<file path="config.mk">
export PLATFORM = sky130hd
export DESIGN_NAME = gpio_mode_ctrl
export DESIGN_NICKNAME = d
export VERILOG_FILES = /design/src/rtl/gmc_pkg.sv /design/src/rtl/gmc_mask_reg.sv /design/src/rtl/gmc_ctrl.sv /design/src/rtl/gmc_datapath.sv /design/src/rtl/gpio_mode_ctrl.sv
export SDC_FILE = /design/constraint.sdc
export NUM_CORES = 2
export LEC_CHECK = 0
export BUFFER_PORTS_ARGS = -buffer_cell sky130_fd_sc_hd__buf_2
export CAP_MARGIN = 10
export CORE_AREA = 2 2 329 331
export CTS_BUF_LIST = sky130_fd_sc_hd__clkbuf_16
export DETAILED_ROUTE_END_ITERATION = 6
export DIE_AREA = 0 0 331 333
export GPL_TIMING_DRIVEN = 1
export PLACE_DENSITY = 0.73
export SLEW_MARGIN = 20
export SYNTH_ARGS = -nofsm -noshare
export SYNTH_HDL_FRONTEND = slang
export SYNTH_SLANG_ARGS = --single-unit
</file>
<file path="constraint.sdc">
create_clock -name clk -period 7.9 [get_ports clk]
set_clock_uncertainty 0.15 [all_clocks]
set_input_delay 2.37 -clock clk [delete_from_list [all_inputs] [get_ports clk]]
set_output_delay 2.37 -clock clk [all_outputs]
set_load 0.01 [all_outputs]
</file>
<file path="src/rtl/gmc_pkg.sv">
package gmc_pkg;
  localparam int ADDR_W = 6;
  localparam int MASKED_FIELDS = 6;  // owner, oe, out, iinv, oinv, odrn

  typedef enum logic [2:0] {
    GRP_TYPE  = 3'd0,
    GRP_OWNER = 3'd1,
    GRP_OE    = 3'd2,
    GRP_OUT   = 3'd3,
    GRP_IINV  = 3'd4,
    GRP_OINV  = 3'd5,
    GRP_ODRN  = 3'd6,
    GRP_INPUT = 3'd7
  } grp_e;

  // Field slots inside the masked storage array.
  localparam int F_OWNER = 0;
  localparam int F_OE    = 1;
  localparam int F_OUT   = 2;
  localparam int F_IINV  = 3;
  localparam int F_OINV  = 4;
  localparam int F_ODRN  = 5;

  typedef struct packed {
    logic                     typeWr;
    logic [MASKED_FIELDS-1:0] fieldWr;
    logic [2:0]               idx;
    grp_e                     rdGrp;
    logic                     idxOk;
  } strobe_t;
endpackage

</file>
<file path="src/rtl/gmc_mask_reg.sv">
module gmc_mask_reg #(
  parameter int          W   = 16,
  parameter logic [W-1:0] RST = '0
) (
  input  logic           clk,
  input  logic           rstN,
  input  logic           we,
  input  logic [2*W-1:0] wdata,
  output logic [W-1:0]   q
);
  logic [W-1:0] maskBits;
  logic [W-1:0] ctlBits;

  assign maskBits = wdata[2*W-1:W];
  assign ctlBits  = wdata[W-1:0];

  always_ff @(posedge clk or negedge rstN) begin
    if (!rstN)   q <= RST;
    else if (we) q <= (q & ~maskBits) | (ctlBits & maskBits);
  end
endmodule

</file>
<file path="src/rtl/gmc_ctrl.sv">
module gmc_ctrl
  import gmc_pkg::*;
#(
  parameter int PLAIN_REGS  = 4,
  parameter int MASKED_REGS = 8
) (
  input  logic              wrEn,
  input  logic [ADDR_W-1:0] addr,
  output strobe_t           stb
);
  localparam logic [3:0] PLAIN_LIM  = 4'(PLAIN_REGS);
  localparam logic [3:0] MASKED_LIM = 4'(MASKED_REGS);

  grp_e       grp;
  logic [2:0] idx;
  logic       inRange;

  assign grp = grp_e'(addr[5:3]);
  assign idx = addr[2:0];

  always_comb begin
    if (grp == GRP_TYPE || grp == GRP_INPUT) inRange = {1'b0, idx} < PLAIN_LIM;
    else                                     inRange = {1'b0, idx} < MASKED_LIM;
  end

  always_comb begin
    stb       = '0;
    stb.idx   = idx;
    stb.rdGrp = grp;
    stb.idxOk = inRange;
    if (wrEn && inRange) begin
      case (grp)
        GRP_TYPE:  stb.typeWr           = 1'b1;
        GRP_OWNER: stb.fieldWr[F_OWNER] = 1'b1;
        GRP_OE:    stb.fieldWr[F_OE]    = 1'b1;
        GRP_OUT:   stb.fieldWr[F_OUT]   = 1'b1;
        GRP_IINV:  stb.fieldWr[F_IINV]  = 1'b1;
        GRP_OINV:  stb.fieldWr[F_OINV]  = 1'b1;
        GRP_ODRN:  stb.fieldWr[F_ODRN]  = 1'b1;
        default:   ;
      endcase
    end
  end
endmodule

</file>
<file path="src/rtl/gmc_datapath.sv">
module gmc_datapath
  import gmc_pkg::*;
#(
  parameter int NUM_PINS = 128
) (
  input  logic                clk,
  input  logic                rstN,
  input  strobe_t             stb,
  input  logic [31:0]         wrData,
  output logic [31:0]         rdData,
  input  logic [NUM_PINS-1:0] padIn,
  output logic [NUM_PINS-1:0] padOut,
  output logic [NUM_PINS-1:0] padOe,
  output logic [NUM_PINS-1:0] funcSel,
  output logic [NUM_PINS-1:0] copSel,
  output logic [NUM_PINS-1:0] gpioSel,
  output logic [NUM_PINS-1:0] odBits
);
  localparam int PLAIN_REGS  = NUM_PINS / 32;
  localparam int MASKED_REGS = NUM_PINS / 16;
  localparam int PIDX_W      = $clog2(PLAIN_REGS);
  localparam int MIDX_W      = $clog2(MASKED_REGS);

  logic [31:0]                              typeW  [PLAIN_REGS];
  logic [15:0]                              fieldW [MASKED_FIELDS][MASKED_REGS];
  logic [NUM_PINS-1:0]                      typeV;
  logic [MASKED_FIELDS-1:0][NUM_PINS-1:0]   fieldV;
  logic [NUM_PINS-1:0]                      inQ;
  logic [NUM_PINS-1:0]                      outVal;

  genvar w, f, r;
  generate
    for (w = 0; w < PLAIN_REGS; w++) begin : g_type
      always_ff @(posedge clk or negedge rstN) begin
        if (!rstN)                                   typeW[w] <= '1;
        else if (stb.typeWr && stb.idx == 3'(w))     typeW[w] <= wrData;
      end
      assign typeV[w*32 +: 32] = typeW[w];
    end

    for (f = 0; f < MASKED_FIELDS; f++) begin : g_field
      for (r = 0; r < MASKED_REGS; r++) begin : g_reg
        gmc_mask_reg #(
          .W  (16),
          .RST((f == F_OWNER) ? 16'hFFFF : 16'h0000)
        ) u_reg (
          .clk  (clk),
          .rstN (rstN),
          .we   (stb.fieldWr[f] && stb.idx == 3'(r)),
          .wdata(wrData),
          .q    (fieldW[f][r])
        );
        assign fieldV[f][r*16 +: 16] = fieldW[f][r];
      end
    end
  endgenerate

  // Input path: inversion ahead of the sample register.
  always_ff @(posedge clk or negedge rstN) begin
    if (!rstN) inQ <= '0;
    else       inQ <= padIn ^ fieldV[F_IINV];
  end

  // Ownership: type bit first, owner bit second.
  assign funcSel = ~typeV;
  assign copSel  = typeV & ~fieldV[F_OWNER];
  assign gpioSel = typeV & fieldV[F_OWNER];

  // Output path: inversion after the output value register, then open-drain.
  assign outVal = fieldV[F_OUT] ^ fieldV[F_OINV];
  assign padOut = outVal & ~fieldV[F_ODRN];
  assign padOe  = fieldV[F_OE] & ~(fieldV[F_ODRN] & outVal);
  assign odBits = fieldV[F_ODRN];

  logic [2:0] fSel;
  assign fSel = 3'(stb.rdGrp) - 3'd1;

  always_comb begin
    rdData = '0;
    if (stb.idxOk) begin
      case (stb.rdGrp)
        GRP_TYPE:  rdData = typeW[stb.idx[PIDX_W-1:0]];
        GRP_INPUT: rdData = inQ[{stb.idx[PIDX_W-1:0], 5'b0} +: 32];
        default:   rdData = {16'h0, fieldW[fSel][stb.idx[MIDX_W-1:0]]};
      endcase
    end
  end
endmodule

</file>
<file path="src/rtl/gpio_mode_ctrl.sv">
module gpio_mode_ctrl
  import gmc_pkg::*;
#(
  parameter int NUM_PINS = 128
) (
  input  logic                clk,
  input  logic                rstN,
  input  logic                wrEn,
  input  logic [5:0]          addr,
  input  logic [31:0]         wrData,
  output logic [31:0]         rdData,
  input  logic [NUM_PINS-1:0] padIn,
  output logic [NUM_PINS-1:0] padOut,
  output logic [NUM_PINS-1:0] padOe,
  output logic [NUM_PINS-1:0] funcSel,
  output logic [NUM_PINS-1:0] copSel,
  output logic [NUM_PINS-1:0] gpioSel
);
  localparam int PLAIN_REGS  = NUM_PINS / 32;
  localparam int MASKED_REGS = NUM_PINS / 16;

  strobe_t             stb;
  logic [NUM_PINS-1:0] odQ;

  gmc_ctrl #(
    .PLAIN_REGS (PLAIN_REGS),
    .MASKED_REGS(MASKED_REGS)
  ) ctrl_i (
    .wrEn(wrEn),
    .addr(addr),
    .stb (stb)
  );

  gmc_datapath #(
    .NUM_PINS(NUM_PINS)
  ) dp_i (
    .clk    (clk),
    .rstN   (rstN),
    .stb    (stb),
    .wrData (wrData),
    .rdData (rdData),
    .padIn  (padIn),
    .padOut (padOut),
    .padOe  (padOe),
    .funcSel(funcSel),
    .copSel (copSel),
    .gpioSel(gpioSel),
    .odBits (odQ)
  );
endmodule

</file>
After elaboration in Yosys (flattened, before gate mapping)
Index checks and enable logic that the tools add are counted.
- $add $sub $neg: 1
- multiply operators: 0
- div/mod/pow operators: 0
- order comparisons: 4
- eq/ne operators: 14
- shift-type cells: 1
- mux-type cells: 20
- bitwise operators: 112
- reduce and logical (&&, ||, !) cells: 56
- operators by type and width (operator ; number):
    16-bit bitwise AND ; 49
    16-bit OR ; 48
    128-bit bitwise AND ; 5
    128-bit inverter ; 4
    128-bit binary-select mux with 3-bit select ; 1
    128-bit two-way mux ; 2
    128-bit XOR ; 2
    128-bit by 8-bit indexed part select with 32-bit output ; 1
    32-bit two-way mux ; 3
    32-bit binary-select mux with 2-bit select ; 1
    32-bit one-hot mux with 2 select lines ; 1
    1-bit logical AND ; 53
    16-bit binary-select mux with 3-bit select ; 1
    16-bit two-way mux ; 2
    3-bit == test (second input constant) ; 8
    16-bit inverter ; 1
    3-bit by 2-bit == test with 1-bit output (second input constant) ; 4
    4-bit greater-or-equal comparator (second input constant) ; 2
    1-bit two-way mux ; 8
    3-bit inverter with 4-bit output ; 2
    7-bit two-way mux ; 1
    3-bit by 1-bit == test with 1-bit output (second input constant) ; 2
    3-bit logical NOT ; 2
    3-bit greater-or-equal comparator (second input constant) ; 1
    other kinds (4) ; 4
- flip-flop bits (word level): 1024
- latch bits: 0
- bits in writable memories: 0
- memory bits (read-only): 0
- input port bits: 169
- output and inout port bits: 672
- memories kept: 0

Longest topological paths before layout
- depth in word-level cells: 10
- depth in mapped cells: 15
- mapped depth without buffers: 7

Modules after synthesis
From an unflattened synthesis, not the netlist that was laid out.
- cells, all modules: 4691
- area total of the unflattened synthesis: 56436.6 µm²
- by module, submodules not included (module ; instances ; cells an instance ; area each (µm²) ; sequential area each (µm²)):
    gmc_mask_reg at dp_i.g_field[1].g_reg[0].u_reg ... ; 40 ; 50 ; 700.7 ; 400.4
    gmc_datapath ; 1 ; 2269 ; 22505.3 ; 6566.3
    gmc_mask_reg at dp_i.g_field[0].g_reg[0].u_reg ... ; 8 ; 50 ; 720.7 ; 420.4
    gmc_ctrl ; 1 ; 22 ; 138.9 ; 0.0

Least setup slack after synthesis
Ideal clock, no wire load.
- path type: input-to-output
- start: input addr[3]
- end: output rdData[4]
- data arrival time: 5.241 ns
- required time: 5.380 ns
- setup slack: 0.139 ns
- stages on the path: 13
- path buffers: 6
- path through: buf_2 -> buf_6 -> buf_6 -> buf_2 -> inv_2 -> buf_2 -> ha_1 -> clkbuf_1 -> mux4_2 -> mux4_2 -> clkinv_1 -> o221ai_1 -> o21a_1
- cells in the longest elaborated chain, start to end: 10
- elaborated cells on any way between the ends: 14
- those cells by class: 1 x add/sub; 1 x eq/ne; 9 x mux; 1 x bitwise; 2 x reduce/logical
- RTL lines (what ; line ; text):
    start: declaration ; gpio_mode_ctrl.sv:9 ; input logic [5:0] addr,
    3-bit by 1-bit subtractor with 3-bit output ; gmc_datapath.sv:76 ; assign fSel = 3'(stb.rdGrp) - 3'd1;
    3-bit inverter with 4-bit output (not written as such) ; gmc_datapath.sv:84 ; default: rdData = {16'h0, fieldW[fSel][stb.idx[MIDX_W-1:0]]};
    128-bit binary-select mux with 3-bit select ; gmc_datapath.sv:84 ;
    128-bit two-way mux (not written as such) (2 in series) ; gmc_datapath.sv:84 ;
    16-bit binary-select mux with 3-bit select ; gmc_datapath.sv:84 ;
    16-bit two-way mux (not written as such) (2 in series) ; gmc_datapath.sv:84 ;
    32-bit one-hot mux with 2 select lines ; gmc_datapath.sv:81 ; case (stb.rdGrp)
    32-bit two-way mux (*) ; gmc_datapath.sv:80 ; if (stb.idxOk) begin
    end: declaration ; gpio_mode_ctrl.sv:11 ; output logic [31:0] rdData,
Mark *: on every way between the ends. The rest lies on a longest branch, timed or not. The select of a mux whose other input is x is not followed.

Worst setup path in the final report
- start: input addr[3]
- end: output rdData[14]
Same word-level chain as after synthesis.

==> results.json <==
{
  "crit_required_ns": 5.38,
  "synthArstFlopShare_pct": 100,
  "cts_setup_buffers": 0,
  "grt_setup_unrepaired": "no",
  "drv_slew": 0,
  "p_sw_share_pct": 29.5,
  "ir_drop_mv": 0.171,
  "seqPwrFrac_pct": 45.4,
  "synth_cell_types": 51,
  "yosysTopAreaCell": "dfrtp_1",
  "clockBufferDepth": 3,
  "rows": 120,
  "gp_congestion": 0.919,
  "drt_wl_total_mm": 213,
  "fmax_ghz": 0.135,
  "die_h_um": 333,
  "grt_use_total_pct": 38.3,
  "portBuffers": 840,
  "yosys.area.top_type_share_pct": 35.2,
  "grt_max_degree": 169,
  "drtIter0Drc": 4532,
  "cts_tree": "yes",
  "outcome": "finished clean",
  "switchingPower_uw": 4140,
  "clk_pin_slew_ns": 0.06,
  "start_util_pct": 51.3,
  "fin_crit_sh_pct": 93.7,
  "p_per_area_nw_per_um2": 219,
  "wl_per_cell_um": 30.9,
  "slew_headroom_pct": 14.5,
  "synth_edf_count": 0,
  "netlist_instances": 4694,
  "io_pins": 841,
  "maxCapViolations": 0,
  "drc_errors": 0,
  "cts_resized": 0,
  "htreeDepth": 3,
  "synth-seq-cells": 1024,
  "firstDrtPassIters": 5,
  "intPower_uw": 9880,
  "layout_min_cycle_time_ns": 7.40,
  "viasPerCell": 6.13,
  "cts.sinks": 1024,
  "tns_ns": 0,
  "combPwrFrac_pct": 17.7,
  "hold_viol": 0,
  "synth_area_leaders": "dfrtp_1, mux2_2, dfstp_2, mux4_2, nand2_1",
  "postRouteAntennaNets": 0,
  "dp_hpwl_mm": 142,
  "syn-num-nets": 4868,
  "die_x_um": 331,
  "synth-main-ff-cell": "dfrtp_1",
  "synth_area_um2": 54600,
  "grt_pass1_wl_mm": 300,
  "first_global_vias": 41618,
  "routed-via-count": 42303,
  "arrival_ns": 4.88,
  "tightest_slew_ns": 1.28,
  "hold_slack_ns": 0.337,
  "syn2layout_area_growth_pct": 17.1,
  "final_util_pct": 60.0,
  "postCtsHoldBufs": 0,
  "fp.dieArea_um2": 110000,
  "crit_type": "input pin to output port",
  "nets": 5567,
  "ys.warnings.count": 0,
  "worstSetupEndpointType": "output port",
  "drive_above_1_share_pct": 44.3,
  "power_leakage_uw": 0.0300,
  "overflow": 0,
  "start_kind": "input pin",
  "antenna_found_initial": 12,
  "synth_seq_area_share_pct": 47.5,
  "setup_viol": 0,
  "hp-class": "flip-flop to flip-flop",
  "insertion_delay_ns": 0.71,
  "syn_area_per_cell_um2": 11.6,
  "crit_fanout": 104,
  "numCtsBuffers": 107,
  "power_frac_clock_pct": 37.0,
  "root_buffer": "clkbuf_16",
  "core-area_um2": 107000
}
-- power groups by stage --
| stage | logic, µW | registers (µW) | clock network (µW) |
|---|---|---|---|
| 6_report | 2470 | 6360 | 5180 |
| 5_1_grt | 2630 | 6400 | 5400 |
| 4_1_cts | 2460 | 6340 | 5200 |
| 3_5_place_dp | 2450 | 6430 | 0 |
| 3_3_place_gp | 2400 | 6410 | 0 |
| 2_1_floorplan | 1490 | 6180 | 0 |
-- per-layer routing --
metal	share of wire (%)	track usage [%]	vias up
li1	-	-	17394
met1	37	49.0	21701
met2	46	59.1	2583
met3	10	9.10	619
met4	7.0	23.0	6
met5	0.010	0	-
-- final timing paths --
kind | startpoint | endpoint | slack [ns] | depth (start not counted)
max | addr[3] | rdData[14] | 0.50 | 8
min in group asynchronous | rstN | asynchronous set/reset pin | 1.62 | 1
min | flip-flop | dp_i.inQ[28] | 0.34 | 1
max reg2reg | dp_i.typeV[104] | dp_i.typeV[104] | 6.64 | 2
max in group asynchronous | rstN | asynchronous set/reset pin | 4.37 | 2
min reg2reg | flip-flop | dp_i.inQ[28] | 0.34 | 1
-- stage by stage --
stage / std cells / worst slack, ns / total power (µW) / instance area (µm²)
after global placement: 6680 / 0.348 / 8810 / 60200
final: 6901 / 0.498 / 14000 / 64000
after detailed placement: 6687 / 0.388 / 8870 / 60400
after global routing: 6897 / 0.370 / 14400 / 64000
after CTS: 6891 / 0.389 / 14000 / 64000
after floorplan: 4694 / 0.139 / 7660 / 54600
-- worst max-delay path, cell delays in order --
cell and delay, ns:
buf_8 0.12, buf_12 0.49, mux4_2 0.59, mux2i_1 0.33, o22ai_1 0.25, nor3_1 0.22, a21oi_1 0.11, buf_2 0.18
-- cell usage after synthesis, types with 2 or more instances --
master    number
a21oi_1       14
a221oi_1       8
a22o_1         6
a22oi_1       20
a31o_2         7
and2_1       130
buf_1         61
buf_2         89
buf_4         25
buf_6          3
clkbuf_1     156
dfrtp_1      768
dfstp_2      256
ha_1           5
inv_1        258
inv_2          2
mux2_1       115
mux2_2       761
mux2i_1       83
mux4_2       250
nand2_1      816
nand2_2        5
nand2b_1       7
nand3_2        2
nand4_4        3
nand4b_4       2
nor2_1       288
nor2_2        35
nor2_4         8
nor2b_1        5
nor3_1         7
nor3b_1        2
o211ai_1       8
o21a_1       129
o21ai_0       55
o221ai_1       2
o22a_1         7
o22ai_1       28
xnor2_1      129
xor2_1       128
-- placed cells by master, fill, tap and decap left out, types with 250 or more instances in the layout --
cell type / count
buf_2: 835
dfrtp_1: 768
dfstp_2: 256
inv_1: 278
mux2_2: 761
mux4_2: 250
nand2_1: 813
nor2_1: 281
-- area by class of cell --
cell class / count / area (µm²)
clock inverters: 94 / 798
inverters: 261 / 980
flip-flops and latches: 1024 / 25900
repair buffers: 924 / 5210
fillers: 8658 / 42600
clock buffers: 110 / 2750
multi-input cells: 3075 / 26500
well taps: 1403 / 1760
diodes: 10 / 25.0
-- kinds of logic (layout without fill, tap and decap cells) --
kind of cell / count (synthesis) / count (layout) / share of synthesized area, %
compound gates: 290 / 290 / 3.67
xor+xnor: 257 / 257 / 4.12
fa+ha+maj: 5 / 5 / 0.114
buf+inv: 595 / 1389 / 4.50
flops: 1024 / 1024 / 47.5
mux: 1209 / 1209 / 29.9
other cells: 0 / 10 / 0
simple gates: 1314 / 1314 / 10.2
Note: power is estimated with default switching activity, not from simulation.
